<file path="config.mk">
export PLATFORM = sky130hd
export DESIGN_NAME = dma_desc_loader
export DESIGN_NICKNAME = d
export VERILOG_FILES = /design/src/rtl/dma_desc_pkg.sv /design/src/rtl/desc_base_calc.sv /design/src/rtl/desc_seq_fsm.sv /design/src/rtl/desc_word_regs.sv /design/src/rtl/dma_desc_loader.sv
export SDC_FILE = /design/constraint.sdc
export NUM_CORES = 1
export LEC_CHECK = 0
export BUFFER_PORTS_ARGS = -buffer_cell sky130_fd_sc_hd__buf_2
export CORE_MARGIN = 2
export CORE_UTILIZATION = 45
export DETAILED_ROUTE_END_ITERATION = 10
export GPL_ROUTABILITY_DRIVEN = 0
export GPL_TIMING_DRIVEN = 0
export HOLD_SLACK_MARGIN = 0.03
export PLACE_DENSITY = 0.76
export SYNTH_ARGS = -nofsm -noshare
export SYNTH_HDL_FRONTEND = slang
export SYNTH_SLANG_ARGS = --single-unit
</file>
<file path="constraint.sdc">
create_clock -name clk -period 3.5 [get_ports clk]
set_input_delay 0.7 -clock clk [delete_from_list [all_inputs] [get_ports clk]]
set_output_delay 0.7 -clock clk [all_outputs]
set_load 0.02 [all_outputs]
</file>
<file path="src/rtl/dma_desc_pkg.sv">
package dma_desc_pkg;
  typedef enum logic [1:0] {SQ_IDLE, SQ_READ, SQ_FIN} sq_state_t;

  localparam int DESC_WORDS        = 4;
  localparam int PTR_BRANCH_BIT    = 1;
  localparam int CMD_FLOW_SRC_BIT  = 29;
  localparam int CMD_FLOW_DST_BIT  = 28;
  localparam int CMD_CMP_BIT       = 25;
  localparam int CMD_START_IRQ_BIT = 22;
  localparam int CMD_FLY_SRC_BIT   = 20;
  localparam int CMD_FLY_DST_BIT   = 19;
endpackage

</file>
<file path="src/rtl/desc_base_calc.sv">
module desc_base_calc #(
  parameter int AW         = 32,
  parameter int ALIGN_BITS = 4,
  parameter int BRANCH_OFS = 32
) (
  input  logic [AW-1:0] ptr,
  input  logic          cmp_flag,
  output logic [AW-1:0] base
);
  import dma_desc_pkg::*;

  logic [AW-1:0] aligned;

  always_comb begin
    aligned = {ptr[AW-1:ALIGN_BITS], {ALIGN_BITS{1'b0}}};
    // branch to the alternate descriptor when enabled and compare set
    if (ptr[PTR_BRANCH_BIT] && cmp_flag)
      base = aligned + AW'(BRANCH_OFS);
    else
      base = aligned;
  end
endmodule

</file>
<file path="src/rtl/desc_seq_fsm.sv">
module desc_seq_fsm #(
  parameter int AW     = 32,
  parameter int NWORDS = 4,
  parameter int STEP   = 4,
  localparam int IW    = (NWORDS > 1) ? $clog2(NWORDS) : 1
) (
  input  logic          clk,
  input  logic          rst,
  input  logic          fetch_start,
  input  logic [AW-1:0] base,
  input  logic          rd_valid,
  output logic          rd_req,
  output logic [AW-1:0] rd_addr,
  output logic          busy,
  output logic          word_we,
  output logic [IW-1:0] word_idx,
  output logic          seq_end
);
  import dma_desc_pkg::*;

  sq_state_t state;

  always_ff @(posedge clk) begin
    if (rst) begin
      state    <= SQ_IDLE;
      rd_req   <= 1'b0;
      rd_addr  <= '0;
      word_idx <= '0;
    end else begin
      case (state)
        SQ_IDLE: begin
          // commands are only taken here
          if (fetch_start) begin
            state    <= SQ_READ;
            rd_req   <= 1'b1;
            rd_addr  <= base;
            word_idx <= '0;
          end
        end
        SQ_READ: begin
          if (rd_valid) begin
            if (word_idx == IW'(NWORDS-1)) begin
              state  <= SQ_FIN;
              rd_req <= 1'b0;
            end else begin
              word_idx <= word_idx + 1'b1;
              rd_addr  <= rd_addr + AW'(STEP);
            end
          end
        end
        default: state <= SQ_IDLE;
      endcase
    end
  end

  assign busy    = (state != SQ_IDLE);
  assign word_we = (state == SQ_READ) && rd_valid;
  assign seq_end = (state == SQ_FIN);
endmodule

</file>
<file path="src/rtl/desc_word_regs.sv">
module desc_word_regs #(
  parameter int DW     = 32,
  parameter int NWORDS = 4,
  localparam int IW    = (NWORDS > 1) ? $clog2(NWORDS) : 1
) (
  input  logic          clk,
  input  logic          rst,
  input  logic          word_we,
  input  logic [IW-1:0] word_idx,
  input  logic [DW-1:0] rd_data,
  input  logic          seq_end,
  output logic [DW-1:0] next_ptr,
  output logic [DW-1:0] src_addr,
  output logic [DW-1:0] dst_addr,
  output logic [DW-1:0] cmd_word,
  output logic          done,
  output logic          start_evt,
  output logic          bad_mode
);
  import dma_desc_pkg::*;

  logic [DW-1:0] wq [NWORDS];

  always_ff @(posedge clk) begin
    if (rst) begin
      for (int i = 0; i < NWORDS; i++) wq[i] <= '0;
    end else if (word_we) begin
      wq[word_idx] <= rd_data;
      // the command word arrives last and aligns flow-controlled addresses
      if (word_idx == IW'(NWORDS-1)) begin
        if (rd_data[CMD_FLOW_SRC_BIT]) wq[1][1:0] <= 2'b00;
        if (rd_data[CMD_FLOW_DST_BIT]) wq[2][1:0] <= 2'b00;
      end
    end
  end

  always_ff @(posedge clk) begin
    if (rst) begin
      done      <= 1'b0;
      start_evt <= 1'b0;
      bad_mode  <= 1'b0;
    end else begin
      done      <= seq_end;
      start_evt <= seq_end && wq[3][CMD_START_IRQ_BIT];
      bad_mode  <= seq_end && (wq[3][CMD_CMP_BIT] || wq[3][CMD_FLY_SRC_BIT]
                               || wq[3][CMD_FLY_DST_BIT]);
    end
  end

  assign next_ptr = wq[0];
  assign src_addr = wq[1];
  assign dst_addr = wq[2];
  assign cmd_word = wq[3];
endmodule

</file>
<file path="src/rtl/dma_desc_loader.sv">
module dma_desc_loader #(
  parameter int AW = 32,
  parameter int DW = 32
) (
  input  logic          clk,
  input  logic          rst,
  input  logic          fetch_start,
  input  logic [AW-1:0] ptr_in,
  input  logic          cmp_flag,
  output logic          rd_req,
  output logic [AW-1:0] rd_addr,
  input  logic          rd_valid,
  input  logic [DW-1:0] rd_data,
  output logic          busy,
  output logic [DW-1:0] next_ptr,
  output logic [DW-1:0] src_addr,
  output logic [DW-1:0] dst_addr,
  output logic [DW-1:0] cmd_word,
  output logic          done,
  output logic          start_evt,
  output logic          bad_mode
);
  import dma_desc_pkg::*;

  localparam int NW   = DESC_WORDS;
  localparam int IW   = $clog2(NW);
  localparam int STEP = DW / 8;

  logic [AW-1:0] base;
  logic          word_we;
  logic [IW-1:0] word_idx;
  logic          seq_end;

  desc_base_calc #(.AW(AW), .ALIGN_BITS(4), .BRANCH_OFS(32)) u_base (
    .ptr(ptr_in), .cmp_flag(cmp_flag), .base(base)
  );

  desc_seq_fsm #(.AW(AW), .NWORDS(NW), .STEP(STEP)) u_fsm (
    .clk(clk), .rst(rst), .fetch_start(fetch_start), .base(base),
    .rd_valid(rd_valid), .rd_req(rd_req), .rd_addr(rd_addr), .busy(busy),
    .word_we(word_we), .word_idx(word_idx), .seq_end(seq_end)
  );

  desc_word_regs #(.DW(DW), .NWORDS(NW)) u_regs (
    .clk(clk), .rst(rst), .word_we(word_we), .word_idx(word_idx),
    .rd_data(rd_data), .seq_end(seq_end), .next_ptr(next_ptr),
    .src_addr(src_addr), .dst_addr(dst_addr), .cmd_word(cmd_word),
    .done(done), .start_evt(start_evt), .bad_mode(bad_mode)
  );
endmodule

</file>
After elaboration in Yosys (flattened, before gate mapping)
Memory sizes are Yosys's and may differ from the RTL's.
Cells that the tools add are included.
- flip-flop bits (word level): 40
- memory bits (writable): 128
- output and inout port bits: 165
- logic and storage cells: 70
- memories kept: 1
- memories (name ; words ; width ; read ports ; clocked after Yosys merged registers in ; write ports ; RTL line ; text):
    u_regs.wq ; 4 ; 32 ; 4 ; 0 ; 4 ; desc_word_regs.sv:22 ; logic [DW-1:0] wq [NWORDS];
- $add $sub $neg: 3
- equal/unequal tests: 7
- multiplexer cells: 37
- bitwise gates (word level): 2
- reductions and logical operators: 13
- operators with widths (operator ; number):
    32-bit 2-to-1 mux ; 5
    32-bit one-hot mux with 2 select lines ; 1
    32-bit by 3-bit adder with 32-bit output, second input constant ; 1
    32-bit by 6-bit adder with 32-bit output, second input constant ; 1
    32-bit OR reduction ; 1
    1-bit 2-to-1 mux ; 19
    2-bit 2-to-1 mux ; 9
    2-bit one-hot mux with 2 select lines ; 2
    4-bit AND reduction ; 2
    2-bit inequality test, second input constant ; 3
    2-bit == test, second input constant ; 2
    1-bit logical AND ; 4
    2-bit nonzero test ; 2
    3-bit AND reduction ; 1
    2-bit by 1-bit adder with 2-bit output, second input constant ; 1
    2-bit by 1-bit == test with 1-bit output, second input constant ; 1
    2-bit logical NOT ; 1
    1-bit logical OR ; 2
    2-bit by 1-bit inequality test with 1-bit output, second input constant ; 1
    1-bit OR ; 2
    1-bit one-hot mux with 2 select lines ; 1

Longest topological paths before layout
- depth after elaboration: 7
- depth in mapped cells: 8
- gate-level depth less buffers: 7

By module
A second synthesis with hierarchy kept.
- cell total of the unflattened synthesis: 686
- area, all modules: 7652.3 um^2
- by module, submodules not included (module ; times used ; cells each ; area an instance (um^2) ; sequential area each (um^2)):
    desc_word_regs ; 1 ; 330 ; 4932.2 ; 3903.7
    desc_seq_fsm ; 1 ; 276 ; 2152.1 ; 740.7
    desc_base_calc ; 1 ; 80 ; 568.0 ; 0.0

Worst setup path after synthesis
No wires, ideal clock.
- kind: input-to-reg
- start: in rst
- end: mem u_regs.wq[3][0], enable pin
- setup time: 0.390 ns
- data arrival time: 2.251 ns
- required time: 3.110 ns
- setup slack: 0.858 ns
- cell stages on the path: 5
- buffers on the path: 2
- path through: clkbuf_1 -> nor2_1 -> clkbuf_1 -> and2_1 -> or2_1
- RTL lines (item ; RTL line ; text):
    from (decl) ; dma_desc_loader.sv:6 ; input logic rst,
    to (decl) ; desc_word_regs.sv:22 ;

==> key figures <==
Pwr
  – Net Switching: about 0.0012 W
  – Net Sw Frac: 0.2569
  – PwrDens: ~500 nW/um^2
  – Pint: about 0.0036 W
  – Clk pwr share: 0.417
  – Reg power frac: 0.469
  – Maximum resistive drop on vdd: between 0.3 and 0.4 mV
  – Leak: between 4 and 5 nW
  – Comb power frac: 0.114
  – Power Total: 0.004839 W

Routing
  – WL final: 21.47 mm
  – Wl on met1: approximately 8.9 mm
  – Drt drc: 0
  – Initial DRC count: 538
  – Vias: between 6000 and 7000
  – Final ANT Viol Nets: 0
  – WL met2: around 10 mm
  – Routed met3 length: approximately 1.8 mm
  – Initial DRT Pass Iterations: 6
  – WL/cell: around 19 um
  – Vias/cell: roughly 5.6
  – Max Used Layer: met4

Setup path
  – RR Endpoint: u_regs.wq[2][13]
  – Crit path DAT: around 3.1 ns
  – Reg2reg path depth: 6
  – CP Launch Point: u_fsm.state[1]
  – R2R Path Start: u_fsm.state[1]
  – CP Data Required Time: between 3 and 4 ns
  – CP peak stage delay: about 1.1 ns
  – Setup crit end: u_regs.wq[2][13]
  – Crit path max fanout: 30
  – Crit-path cells: nor2b_1 > buf_2 > nand2_1 > nor2_1 > clkbuf_1 > a21o_1
  – CP Class: reg -> reg
  – Slowest stage cell, crit path: a21o_1
  – Worst setup EP type: flip-flop
  – Crit start category: flip-flop
  – Reg2Reg Setup Slack: just under 0.4 ns

STA
  – Worst slew pin tran: around 1.4 ns
  – Clock skew: approximately 0.007 ns
  – Setup-failing EPs final: 0
  – Max-slew violation count: 0
  – Slew HR: 0.09675
  – FMAX: between 0.3 and 0.4 GHz
  – Final Hold Vio Count: 0
  – Tcrit/Tclk final: 0.8874
  – Final worst slack: around 0.4 ns
  – RSZ-0062 raised after global routing: no
  – Post-route minimum period: 3.106 ns

Worst hold path
  – Worst hold path type: reg -> reg
  – Hold path start: u_regs.wq[3][19]
  – Hold Path Cell Cnt: 1

Status
  – Status: completed

Die
  – Die footprint: 17870 um^2
  – Initial Util: 0.4579
  – Row Count: 47
  – Die width: approximately 130 um
  – Ports: roughly 230
  – Die height: between 100 and 150 um
  – Core Region: 16520 um^2

Clocking
  – Cts hold-fix bufs: 0
  – Skew-Pair Late Insertion Delay: 0.43 ns
  – Post-CTS sizing: 0
  – Reg clk slew, reported paths: ~0.060 ns
  – CTS H-tree depth: 4
  – CTS tree: done
  – Root Driver: clkbuf_16
  – Post-CTS Setup Inserts: 0
  – Clock buffer depth: 2
  – Number of CTS-inserted buffers: 17
  – Clk sinks: about 170

Finish
  – Multi-input gate area: roughly 2700 um^2
  – Final Net Count: 981
  – Count of filler cells inserted in the layout: around 1400
  – Post-Layout Cell Count: 1138
  – Layout cells sized above 1: 0.3061
  – Seq. cell area: around 4600 um^2
  – Finished layout cell area: 9624 um^2
  – Synth-to-layout area growth: 27.20%
  – Ant. Diodes: 0

Placed design
  – Placed insts: approximately 1100
  – DP Wirelength: between 15 and 20 mm
  – Post-placement cell area: around 9000 um^2
  – Placement Setup Slack: between 0.3 and 0.4 ns
  – Port bufs: approximately 230

Synthesis
  – Synth Flop Type: edfxtp_1
  – Post-synth ARST share: 0
  – Post-synth EDFFs: between 100 and 150
  – Yosys reg bits: ~170
  – Ys Warns: 0
  – Share of the synthesized area in the top cell type: 0.5080
  – Avg Inst Size Synth: roughly 11 um^2
  – Mapped Cells: roughly 660
  – Synth top area cells: edfxtp_1, and3_1, dfxtp_1
  – Sequential fraction of the synthesis area: 0.6086
  – Yosys top cell by area: edfxtp_1
  – Mapped Area: 7566 um^2
  – Synth cell types: 61

Global routing
  – Aggregate global routing overflow: 0
  – Vias in the first global route: between 5000 and 6000
  – Initial antenna violation count: 0
  – Largest net degree at the start of global routing: 33
  – GRT Overall Usage: 0.2405
  – First-pass GRT wire length: approximately 33 mm

Flow run
  – Max-cap viol count: 0
==> per-stage QoR <==
| stage | utilization | hold WS [ns] | TNS (ns) |
|---|---|---|---|
| after floorplan | - | 0.5170 | 0 |
| after detailed placement | 0.5435 | 0.4703 | 0 |
| after CTS | 0.5823 | 0.4812 | 0 |
| after global routing | 0.5824 | 0.4942 | 0 |
| final | 0.5824 | 0.4776 | 0 |
| after global placement | 0.5435 | 0.4683 | -1.098 |
==> kinds of logic after synthesis <==
kind of cell	synth area share
xor gates and xnor gates	0.02894
AOI/OAI and AO/OA	0.09062
muxes	0.002811
other	0.0004956
buffers and inverters	0.03026
adders and majority gates	0.009922
and+or+nand+nor	0.2284
DFF	0.6086
==> cell usage after synthesis, types with 3 or more instances <==
| library cell | number |
|---|---|
| a211oi_1 | 10 |
| a21o_1 | 9 |
| a21oi_1 | 34 |
| a22oi_1 | 4 |
| a31oi_1 | 8 |
| and2_1 | 4 |
| and3_1 | 135 |
| and4_1 | 3 |
| buf_2 | 3 |
| buf_4 | 3 |
| clkbuf_1 | 45 |
| dfxtp_1 | 38 |
| edfxtp_1 | 128 |
| ha_1 | 6 |
| inv_1 | 6 |
| nand2_1 | 39 |
| nand2b_1 | 5 |
| nand3_1 | 26 |
| nand4_1 | 16 |
| nor2_1 | 30 |
| nor2b_1 | 3 |
| nor3_1 | 10 |
| nor4_2 | 6 |
| o21ai_0 | 9 |
| o21ai_1 | 9 |
| o21bai_1 | 3 |
| o22ai_1 | 3 |
| xnor2_1 | 12 |
| xor2_1 | 13 |
==> sequential cells by signal, summed over array words and instances (netlist names) <==
register and count:
u_fsm.rd_addr 30, u_fsm.rd_req 1, u_fsm.state 2, u_fsm.word_idx 2, u_regs.bad_mode 1, u_regs.done 1, u_regs.start_evt 1, u_regs.wq 128
==> worst max-delay path: cells and delay by family (launching register included) <==
family                 cells  cell delay [ns]
AO/OA/AOI/OAI              1             1.10
AND/OR/NAND/NOR            3             0.62
buffers and inverters      2             0.60
flip-flops                 1             0.39
==> cell usage in the layout (no fill, tap or decap), types with 9 or more instances in the layout <==
cell,instances
nand2_1,39
edfxtp_1,128
a21oi_1,34
clkbuf_1,45
nand3_1,26
nor3_1,10
clkbuf_16,17
o21ai_1,9
dfxtp_1,38
o21ai_0,9
xnor2_1,12
nand4_1,16
xor2_1,13
nor2_1,30
buf_2,230
a211oi_1,10
and3_1,135
==> final cells by class <==
| class | instances | share of cell area |
|---|---|---|
| repair buffers | 227 | 0.1180 |
| inverters | 6 | 0.002340 |
| plain buffers | 51 | 0.02145 |
| clock buffers | 17 | 0.04420 |
| clock inverters | 14 | 0.02249 |
| flip-flops and latches | 166 | 0.4784 |
| multi-input cells | 437 | 0.2845 |
| well taps | 220 | 0.02860 |
==> layer usage <==
layer,GRT usage,vias up
li1,-,2980
met1,0.3096,2977
met2,0.4012,361
met3,0.06012,32
met4,0.07683,0
met5,0,-
==> power by group through the flow <==
stage	logic (W)	registers (W)	clock network, W
floorplan	0.000197	0.00242	0
global placement	0.000543	0.00231	0
detailed placement	0.000549	0.00231	0
CTS	0.000552	0.00227	0.00203
global route	0.000592	0.00228	0.00212
finish	0.000553	0.00227	0.00202
==> worst min-delay path by stage <==
stage	to
2_1_floorplan	u_fsm.state[0]
3_3_place_gp	u_regs.bad_mode
3_5_place_dp	u_regs.start_evt
4_1_cts	u_regs.bad_mode
5_1_grt	u_regs.start_evt
6_report	u_regs.bad_mode
Note: power is estimated with default switching activity, not from simulation.
